## config.mk

```make
export PLATFORM = sky130hd
export DESIGN_NAME = ep_out_ctrl
export DESIGN_NICKNAME = d
export VERILOG_FILES = /design/src/rtl/ep_out_pkg.sv /design/src/rtl/ep_out_rx_ctrl.sv /design/src/rtl/ep_out_bank_store.sv /design/src/rtl/ep_out_bank_status.sv /design/src/rtl/ep_out_cpu_ctrl.sv /design/src/rtl/ep_out_ctrl.sv
export SDC_FILE = /design/constraint.sdc
export NUM_CORES = 1
export LEC_CHECK = 0
export CORE_ASPECT_RATIO = 0.9
export CORE_MARGIN = 1.5
export CORE_UTILIZATION = 30
export CTS_BUF_LIST = sky130_fd_sc_hd__clkbuf_2 sky130_fd_sc_hd__clkbuf_4 sky130_fd_sc_hd__clkbuf_8
export DETAILED_ROUTE_END_ITERATION = 6
export PLACE_DENSITY = 0.43
export SLEW_MARGIN = 20
export SYNTH_ARGS = -nofsm -noshare
export SYNTH_HDL_FRONTEND = slang
export SYNTH_SLANG_ARGS = --single-unit
```

## constraint.sdc

```tcl
create_clock -name clk -period 4.1 [get_ports clk]
set_input_delay 0.82 -clock clk [delete_from_list [all_inputs] [get_ports clk]]
set_output_delay 0.82 -clock clk [all_outputs]
set_load 0.05 [all_outputs]
```

## src/rtl/ep_out_pkg.sv

```systemverilog
package ep_out_pkg;

  typedef logic [7:0] byte_t;

  // Round-robin successor of a bank index.
  function automatic int unsigned bank_after(input int unsigned idx,
                                             input int unsigned nbanks);
    if (idx + 1 >= nbanks) return 0;
    return idx + 1;
  endfunction

endpackage

```

## src/rtl/ep_out_rx_ctrl.sv

```systemverilog
// USB-side packet intake: per-packet accept decision, write offset, bank pointer.
module ep_out_rx_ctrl
  import ep_out_pkg::*;
#(
  parameter int NUM_BANKS = 2,
  parameter int DEPTH     = 64
) (
  input  logic                 clk,
  input  logic                 rst_n,
  input  logic                 cfg_en,
  input  logic                 byte_vld,
  input  byte_t                byte_in,
  input  logic                 pkt_end,
  input  logic [NUM_BANKS-1:0] bank_full,
  output logic                 wr_en,
  output logic [((NUM_BANKS > 1) ? $clog2(NUM_BANKS) : 1)-1:0] wr_bank,
  output logic [$clog2(DEPTH)-1:0]   wr_addr,
  output byte_t                wr_data,
  output logic                 commit,
  output logic [((NUM_BANKS > 1) ? $clog2(NUM_BANKS) : 1)-1:0] commit_bank,
  output logic [$clog2(DEPTH+1)-1:0] commit_cnt,
  output logic                 hs_valid,
  output logic                 hs_nak
);
  localparam int BANK_W = (NUM_BANKS > 1) ? $clog2(NUM_BANKS) : 1;
  localparam int ADDR_W = $clog2(DEPTH);
  localparam int CNT_W  = $clog2(DEPTH + 1);

  logic              in_pkt_q, in_pkt_d;
  logic              acc_q, acc_d;
  logic [CNT_W-1:0]  off_q, off_d;
  logic [BANK_W-1:0] ptr_q, ptr_d;
  logic              hs_valid_q, hs_valid_d;
  logic              hs_nak_q, hs_nak_d;
  logic              beat, acc_now, room;

  always_comb begin
    beat     = byte_vld | pkt_end;
    acc_now  = in_pkt_q ? acc_q : (cfg_en & ~bank_full[ptr_q]);
    room     = (off_q < CNT_W'(DEPTH));
    wr_en    = byte_vld & acc_now & room;
    commit   = pkt_end & acc_now;
    commit_cnt = off_q + CNT_W'(wr_en);

    in_pkt_d = in_pkt_q;
    acc_d    = acc_q;
    off_d    = off_q;
    ptr_d    = ptr_q;
    if (beat && !in_pkt_q) acc_d = acc_now;
    if (pkt_end) begin
      in_pkt_d = 1'b0;
      off_d    = '0;
    end else if (byte_vld) begin
      in_pkt_d = 1'b1;
      if (wr_en) off_d = off_q + CNT_W'(1);
    end
    if (commit) ptr_d = BANK_W'(bank_after(32'(ptr_q), NUM_BANKS));
    hs_valid_d = pkt_end;
    hs_nak_d   = pkt_end & ~acc_now;
  end

  always_ff @(posedge clk or negedge rst_n) begin
    if (!rst_n) begin
      in_pkt_q   <= 1'b0;
      acc_q      <= 1'b0;
      off_q      <= '0;
      ptr_q      <= '0;
      hs_valid_q <= 1'b0;
      hs_nak_q   <= 1'b0;
    end else begin
      in_pkt_q   <= in_pkt_d;
      acc_q      <= acc_d;
      off_q      <= off_d;
      ptr_q      <= ptr_d;
      hs_valid_q <= hs_valid_d;
      hs_nak_q   <= hs_nak_d;
    end
  end

  assign wr_bank     = ptr_q;
  assign commit_bank = ptr_q;
  assign wr_addr     = off_q[ADDR_W-1:0];
  assign wr_data     = byte_in;
  assign hs_valid    = hs_valid_q;
  assign hs_nak      = hs_nak_q;

endmodule

```

## src/rtl/ep_out_bank_store.sv

```systemverilog
// Packet storage: one flop array per bank, fall-through read.
module ep_out_bank_store
  import ep_out_pkg::*;
#(
  parameter int NUM_BANKS = 2,
  parameter int DEPTH     = 64
) (
  input  logic clk,
  input  logic wr_en,
  input  logic [((NUM_BANKS > 1) ? $clog2(NUM_BANKS) : 1)-1:0] wr_bank,
  input  logic [$clog2(DEPTH)-1:0] wr_addr,
  input  byte_t wr_data,
  input  logic [((NUM_BANKS > 1) ? $clog2(NUM_BANKS) : 1)-1:0] rd_bank,
  input  logic [$clog2(DEPTH)-1:0] rd_addr,
  output byte_t rd_data
);
  localparam int BANK_W = (NUM_BANKS > 1) ? $clog2(NUM_BANKS) : 1;

  byte_t rd_word [NUM_BANKS];

  for (genvar b = 0; b < NUM_BANKS; b++) begin : g_bank
    byte_t mem [DEPTH];
    logic  we;
    assign we = wr_en & (wr_bank == BANK_W'(b));
    always_ff @(posedge clk) begin
      if (we) mem[wr_addr] <= wr_data;
    end
    assign rd_word[b] = mem[rd_addr];
  end

  assign rd_data = rd_word[rd_bank];

endmodule

```

## src/rtl/ep_out_bank_status.sv

```systemverilog
// Per-bank ownership and byte count.
module ep_out_bank_status #(
  parameter int NUM_BANKS = 2,
  parameter int DEPTH     = 64
) (
  input  logic clk,
  input  logic rst_n,
  input  logic commit,
  input  logic [((NUM_BANKS > 1) ? $clog2(NUM_BANKS) : 1)-1:0] commit_bank,
  input  logic [$clog2(DEPTH+1)-1:0] commit_cnt,
  input  logic release_en,
  input  logic [((NUM_BANKS > 1) ? $clog2(NUM_BANKS) : 1)-1:0] rel_bank,
  output logic [NUM_BANKS-1:0] full,
  output logic [$clog2(DEPTH+1)-1:0] cnt [NUM_BANKS]
);
  localparam int BANK_W = (NUM_BANKS > 1) ? $clog2(NUM_BANKS) : 1;
  localparam int CNT_W  = $clog2(DEPTH + 1);

  for (genvar b = 0; b < NUM_BANKS; b++) begin : g_stat
    logic             full_q, full_d;
    logic [CNT_W-1:0] cnt_q, cnt_d;

    always_comb begin
      full_d = full_q;
      cnt_d  = cnt_q;
      if (commit && commit_bank == BANK_W'(b)) begin
        full_d = 1'b1;
        cnt_d  = commit_cnt;
      end else if (release_en && rel_bank == BANK_W'(b)) begin
        full_d = 1'b0;
        cnt_d  = '0;
      end
    end

    always_ff @(posedge clk or negedge rst_n) begin
      if (!rst_n) begin
        full_q <= 1'b0;
        cnt_q  <= '0;
      end else begin
        full_q <= full_d;
        cnt_q  <= cnt_d;
      end
    end

    assign full[b] = full_q;
    assign cnt[b]  = cnt_q;
  end

endmodule

```

## src/rtl/ep_out_cpu_ctrl.sv

```systemverilog
// CPU view: current bank, received flag, release, read offset.
module ep_out_cpu_ctrl
  import ep_out_pkg::*;
#(
  parameter int NUM_BANKS = 2,
  parameter int DEPTH     = 64
) (
  input  logic clk,
  input  logic rst_n,
  input  logic [NUM_BANKS-1:0] bank_full,
  input  logic commit,
  input  logic [((NUM_BANKS > 1) ? $clog2(NUM_BANKS) : 1)-1:0] commit_bank,
  input  logic ack_rx,
  input  logic release_req,
  input  logic rd_en,
  input  logic [$clog2(DEPTH+1)-1:0] cur_cnt,
  output logic [((NUM_BANKS > 1) ? $clog2(NUM_BANKS) : 1)-1:0] cur_bank,
  output logic rx_flag,
  output logic bank_flag,
  output logic release_en,
  output logic [$clog2(DEPTH+1)-1:0] rd_off,
  output logic rd_valid
);
  localparam int BANK_W = (NUM_BANKS > 1) ? $clog2(NUM_BANKS) : 1;
  localparam int CNT_W  = $clog2(DEPTH + 1);

  logic [BANK_W-1:0] cur_q, cur_d, nb;
  logic              rx_q, rx_d;
  logic [CNT_W-1:0]  off_q, off_d;
  logic              owned, nb_full, commit_cur;

  always_comb begin
    owned      = bank_full[cur_q];
    release_en = release_req & owned;
    nb         = BANK_W'(bank_after(32'(cur_q), NUM_BANKS));
    nb_full    = (nb != cur_q) & (bank_full[nb] | (commit & (commit_bank == nb)));
    commit_cur = commit & (commit_bank == cur_q);
    rd_valid   = owned & (off_q < cur_cnt);

    cur_d = cur_q;
    rx_d  = rx_q;
    off_d = off_q;
    if (release_en) begin
      cur_d = nb;
      rx_d  = nb_full;
      off_d = '0;
    end else begin
      if (commit_cur)  rx_d = 1'b1;
      else if (ack_rx) rx_d = 1'b0;
      if (rd_en && rd_valid) off_d = off_q + CNT_W'(1);
    end
  end

  always_ff @(posedge clk or negedge rst_n) begin
    if (!rst_n) begin
      cur_q <= '0;
      rx_q  <= 1'b0;
      off_q <= '0;
    end else begin
      cur_q <= cur_d;
      rx_q  <= rx_d;
      off_q <= off_d;
    end
  end

  assign cur_bank  = cur_q;
  assign rx_flag   = rx_q;
  assign bank_flag = owned;
  assign rd_off    = off_q;

endmodule

```

## src/rtl/ep_out_ctrl.sv

```systemverilog
// Top: multi-bank OUT endpoint receive controller.
module ep_out_ctrl
  import ep_out_pkg::*;
#(
  parameter int NUM_BANKS = 2,
  parameter int DEPTH     = 64
) (
  input  logic clk,
  input  logic rst_n,
  input  logic cfg_en,
  input  logic usb_byte_vld,
  input  logic [7:0] usb_byte,
  input  logic usb_pkt_end,
  output logic usb_hs_valid,
  output logic usb_hs_nak,
  input  logic cpu_rx_ie,
  input  logic cpu_ack_rx,
  input  logic cpu_release,
  input  logic cpu_rd_en,
  output logic [7:0] cpu_rd_data,
  output logic [$clog2(DEPTH+1)-1:0] cpu_byte_cnt,
  output logic cpu_rx_flag,
  output logic cpu_bank_flag,
  output logic [((NUM_BANKS > 1) ? $clog2(NUM_BANKS) : 1)-1:0] cpu_bank_sel,
  output logic irq
);
  localparam int BANK_W = (NUM_BANKS > 1) ? $clog2(NUM_BANKS) : 1;
  localparam int ADDR_W = $clog2(DEPTH);
  localparam int CNT_W  = $clog2(DEPTH + 1);

  logic                 wr_en, commit, release_en, rd_valid, rx_flag;
  logic [BANK_W-1:0]    wr_bank, commit_bank, cur_bank;
  logic [ADDR_W-1:0]    wr_addr;
  byte_t                wr_data, store_rd;
  logic [CNT_W-1:0]     commit_cnt, rd_off, cur_cnt;
  logic [NUM_BANKS-1:0] full;
  logic [CNT_W-1:0]     cnt [NUM_BANKS];

  ep_out_rx_ctrl #(.NUM_BANKS(NUM_BANKS), .DEPTH(DEPTH)) u_rx (
    .clk(clk), .rst_n(rst_n), .cfg_en(cfg_en),
    .byte_vld(usb_byte_vld), .byte_in(usb_byte), .pkt_end(usb_pkt_end),
    .bank_full(full),
    .wr_en(wr_en), .wr_bank(wr_bank), .wr_addr(wr_addr), .wr_data(wr_data),
    .commit(commit), .commit_bank(commit_bank), .commit_cnt(commit_cnt),
    .hs_valid(usb_hs_valid), .hs_nak(usb_hs_nak)
  );

  ep_out_bank_store #(.NUM_BANKS(NUM_BANKS), .DEPTH(DEPTH)) u_store (
    .clk(clk), .wr_en(wr_en), .wr_bank(wr_bank), .wr_addr(wr_addr),
    .wr_data(wr_data), .rd_bank(cur_bank), .rd_addr(rd_off[ADDR_W-1:0]),
    .rd_data(store_rd)
  );

  ep_out_bank_status #(.NUM_BANKS(NUM_BANKS), .DEPTH(DEPTH)) u_stat (
    .clk(clk), .rst_n(rst_n), .commit(commit), .commit_bank(commit_bank),
    .commit_cnt(commit_cnt), .release_en(release_en), .rel_bank(cur_bank),
    .full(full), .cnt(cnt)
  );

  ep_out_cpu_ctrl #(.NUM_BANKS(NUM_BANKS), .DEPTH(DEPTH)) u_cpu (
    .clk(clk), .rst_n(rst_n), .bank_full(full), .commit(commit),
    .commit_bank(commit_bank), .ack_rx(cpu_ack_rx), .release_req(cpu_release),
    .rd_en(cpu_rd_en), .cur_cnt(cur_cnt), .cur_bank(cur_bank),
    .rx_flag(rx_flag), .bank_flag(cpu_bank_flag), .release_en(release_en),
    .rd_off(rd_off), .rd_valid(rd_valid)
  );

  assign cur_cnt      = cnt[cur_bank];
  assign cpu_byte_cnt = cur_cnt;
  assign cpu_rd_data  = rd_valid ? store_rd : 8'h00;
  assign cpu_rx_flag  = rx_flag;
  assign cpu_bank_sel = cur_bank;
  assign irq          = rx_flag & cpu_rx_ie;

endmodule

```

==> impl_metrics.ini <==
[synth]
synth_edf_count = 1024
postSynthAreaPerCell_um2 = 20.0
ys_types = 68
syn-cell-area_mm2 = 0.0421
ys_ff_latch = 1061
synth_flop_cell = edfxtp_1
ys_warn_count = 0
postSynthCellCount = 2109
syn_nets = 2136
async_flop_share = 0.0349
seq_area_frac_synth = 0.753

[power_and_ir_drop]
comb_power_share = 0.157
p_leak_nw = 16.3
internal-power_w = 0.0187
seq_power_share = 0.479
vdd_drop_max_mv = 0.315
swShare = 0.256
switchingPower_w = 0.00645
power_density_mw_per_mm2 = 490
power_frac_clock = 0.364

[final_layout]
multi_input_area_mm2 = 0.0101
drive_gt1_frac = 0.363
nFillCells = 12900
synthToLayoutAreaGrowth_pct = 22.0
finalInstanceArea_mm2 = 0.0514
instances_no_fill = 4518
nets = 2557
final_util = 0.368
seq_area_mm2 = 0.0317

[critical_path]
worstPathCellList = buf_8 -> buf_12 -> buf_16 -> buf_8 -> mux4_2 -> mux2i_1 -> a222oi_1 -> nand3_1 -> nand4_1 -> buf_6 -> buf_12
crit_required_ns = 3.28
path_buf_inv = 6
cp-end-kind = output pin
critPathKind = reg -> out
arrival_ns = 3.77
crit_path_top_delay_cell = a222oi_1
cp_top_family = buffers and inverters
crit_path_max_incr_delay_ns = 0.79
cp-start-kind = register
worstPathMaxFanout = 6

[global_routing]
grt_usage = 0.176
grt_max_degree = 91
gr-total-overflow = 0
grt_pass1_vias = 23300
grt_pass1_wl_mm = 177
grt_antenna_before_repair = 4

[cts]
cts_max_path_buffers = 3
root_buffer = clkbuf_8
holdBufCountCts = 0
clock_latency_ns = 0.86
cts_tree = done
numCtsBuffers = 180
htreeDepth = 4
clk_pin_slew_ns = 0.06
clock-sinks = 1061

[route]
drt_iter0_drc = 2259
routedWlPerCell_um = 27.6
antenna_left = 0
vias_per_cell = 4.98
drc_errors = 0
first_pass_iters = 6
vias = 22500
wl_mm = 125

[outcome]
violations = setup timing
status = finished with violations

[timing]
timing.final.crit_period_ns = 4.59
slew-limit-headroom = 0.299
finalClockSkew_ns = 0.0334
maxSlewViolCount = 0
rsz0062_at_grt = true
setup_viol = 8
fin_crit_sh = 1.12
hold_violations = 0
setup_slack_ns = -0.493
fmax_ghz = 0.218
worst_pin_slew_ns = 1.05

[placement]
gp_congestion = 0.839
dp_slack_ns = 0.0472
io_buffers = 37
post-place-cells = 4130
hpwl_mm = 77.7
place_area_mm2 = 0.0463

[floorplan]
initial_core_util = 0.302
die_y_um = 358
die_width_um = 398
ios = 38
core_area_mm2 = 0.139
rows = 130
die_area_mm2 = 0.143

[flow_run]
drv_cap = 0

[min_path]
worstHoldPathType = in -> async
flip-flops by register name (all words and copies together) (netlist names):
register and flops:
u_store.g_bank.mem 1024, u_stat.g_stat.cnt_q 14, u_cpu.rd_off 7, u_rx.off_q 7
u_stat.g_stat.full_q 2, u_cpu.cur_bank 1, u_cpu.rx_flag 1, u_rx.acc_q 1
u_rx.commit_bank 1, u_rx.hs_nak 1, u_rx.hs_valid 1, u_rx.in_pkt_q 1
worst register-to-register path, cell delays in order (launching register included):
cell and delay, ns:
dfrtp_1 0.70, mux2i_1 0.39, a31o_2 0.26, nand3b_1 0.31
inv_1 0.26, and2_1 0.51, nand2_1 0.35, nor2_1 0.33
buf_4 0.23
power by group through the flow:
stage	registers (W)	logic [W]	clock network, W
finish	0.0120	0.00396	0.00916
global route	0.0120	0.00418	0.00992
CTS	0.0120	0.00396	0.00945
detailed placement	0.0123	0.00323	0
global placement	0.0123	0.00321	0
floorplan	0.0123	0.00203	0
logic make-up (layout without fill, tap and decap cells):
family / Yosys count / after routing / share of synthesized area
AO/OA/AOI/OAI: 171 / 171 / 0.0291
other: 0 / 2 / 0
buffers and inverters: 147 / 706 / 0.0198
AND/OR/NAND/NOR: 341 / 341 / 0.0368
adder cells (fa/ha/maj): 10 / 10 / 0.00297
XOR/XNOR: 14 / 14 / 0.00291
flip-flops: 1061 / 1061 / 0.753
multiplexers: 365 / 365 / 0.156
layer usage:
metal	up-vias	part of all wire	global-route usage
met3	163	0.054	0.0315
met1	12100	0.47	0.258
li1	9540	-	-
met5	-	0	0
met4	0	0.019	0.0481
met2	700	0.46	0.271
repair_timing:
| item | 4_1_cts | 5_1_grt |
|---|---|---|
| setup buffers | 48 | 11 |
| pin swaps | 20 | 13 |
| resized for setup | 133 | 31 |
| cloned | 12 | 1 |
| endpoints found under the setup margin | 8 | 8 |
layout by cell type, fill, tap and decap left out, types with 8 or more instances in the layout:
cell type	instances
a21oi_1	19
a221oi_1	17
and2_1	9
buf_12	29
buf_16	18
buf_4	272
buf_6	13
clkbuf_4	55
clkbuf_8	184
clkdlybuf4s50_1	20
clkinv_1	52
clkinv_2	14
dfrtp_1	31
edfxtp_1	1024
ha_1	9
inv_1	19
inv_6	9
mux2_2	22
mux2i_1	92
mux2i_2	11
mux4_2	230
nand2_1	52
nand3_1	33
nand3b_1	11
nor2_1	163
o21ai_0	32
o221ai_1	8
or3_1	9
per-stage QoR:
step | total power [W] | hold WS, ns | TNS (ns)
global route | 0.0262 | 0.0857 | -3.92
floorplan | 0.0143 | 0.463 | 0
detailed placement | 0.0155 | 0.495 | 0
CTS | 0.0255 | 0.0189 | -3.91
finish | 0.0252 | 0.0927 | -3.21
global placement | 0.0155 | 0.480 | 0
synthesized netlist by cell type (4+ instances only):
| cell type | count | area, um2 |
|---|---|---|
| edfxtp_1 | 1024 | 30700 |
| mux4_2 | 230 | 5180 |
| nor2_1 | 167 | 627 |
| mux2i_1 | 108 | 1080 |
| nand2_1 | 61 | 229 |
| clkbuf_1 | 50 | 188 |
| dfrtp_1 | 37 | 926 |
| o21ai_0 | 37 | 185 |
| nand3_1 | 36 | 180 |
| mux2_2 | 27 | 304 |
| buf_2 | 24 | 120 |
| a21oi_1 | 22 | 110 |
| a221oi_1 | 20 | 175 |
| buf_6 | 19 | 214 |
| inv_1 | 19 | 71.3 |
| buf_1 | 14 | 52.6 |
| buf_4 | 14 | 105 |
| o221ai_1 | 14 | 123 |
| and2_1 | 12 | 75.1 |
| nand3b_1 | 11 | 82.6 |
| or3_1 | 11 | 68.8 |
| a211oi_1 | 10 | 75.1 |
| a22oi_1 | 10 | 75.1 |
| ha_1 | 10 | 125 |
| nor2b_1 | 8 | 50.1 |
| a2111oi_0 | 7 | 61.3 |
| nand4_1 | 7 | 43.8 |
| o211ai_1 | 7 | 52.6 |
| o22ai_1 | 7 | 43.8 |
| xnor2_1 | 7 | 61.3 |
| xor2_1 | 7 | 61.3 |
| o2111ai_1 | 5 | 43.8 |
| a31oi_1 | 4 | 25.0 |
| and3_1 | 4 | 25.0 |
| nand2b_1 | 4 | 25.0 |
| nor3_1 | 4 | 20.0 |
| or2_2 | 4 | 25.0 |
| or3b_2 | 4 | 35.0 |
cell type report:
| type | count | area share |
|---|---|---|
| sequential | 1061 | 0.617 |
| timing repair buffer | 364 | 0.0720 |
| antenna | 2 | 0.0000974 |
| multi-input combinational | 901 | 0.197 |
| tap | 1848 | 0.0450 |
| inverter | 22 | 0.00175 |
| clock buffer | 239 | 0.0573 |
| clock inverter | 81 | 0.00935 |
final timing paths:
kind | from | end | slack [ns] | cells past startpoint
worst max register to register | u_rx.commit_bank | u_store.g_bank[1].mem[10][4] | 0.43 | 8
max in group asynchronous | rst_n | u_cpu.rd_off[0] | 3.32 | 1
worst min register to register | u_stat.g_stat[0].cnt_q[1] | u_stat.g_stat[0].cnt_q[1] | 0.51 | 2
worst max-delay path | u_cpu.rd_off[0] | cpu_rd_data[0] | -0.49 | 11
worst min-delay path | rst_n | u_rx.acc_q | 0.09 | 1
min in group clk | usb_byte[6] | u_store.g_bank[1].mem[60][6] | 0.40 | 1
Note: power is estimated with default switching activity, not from simulation.
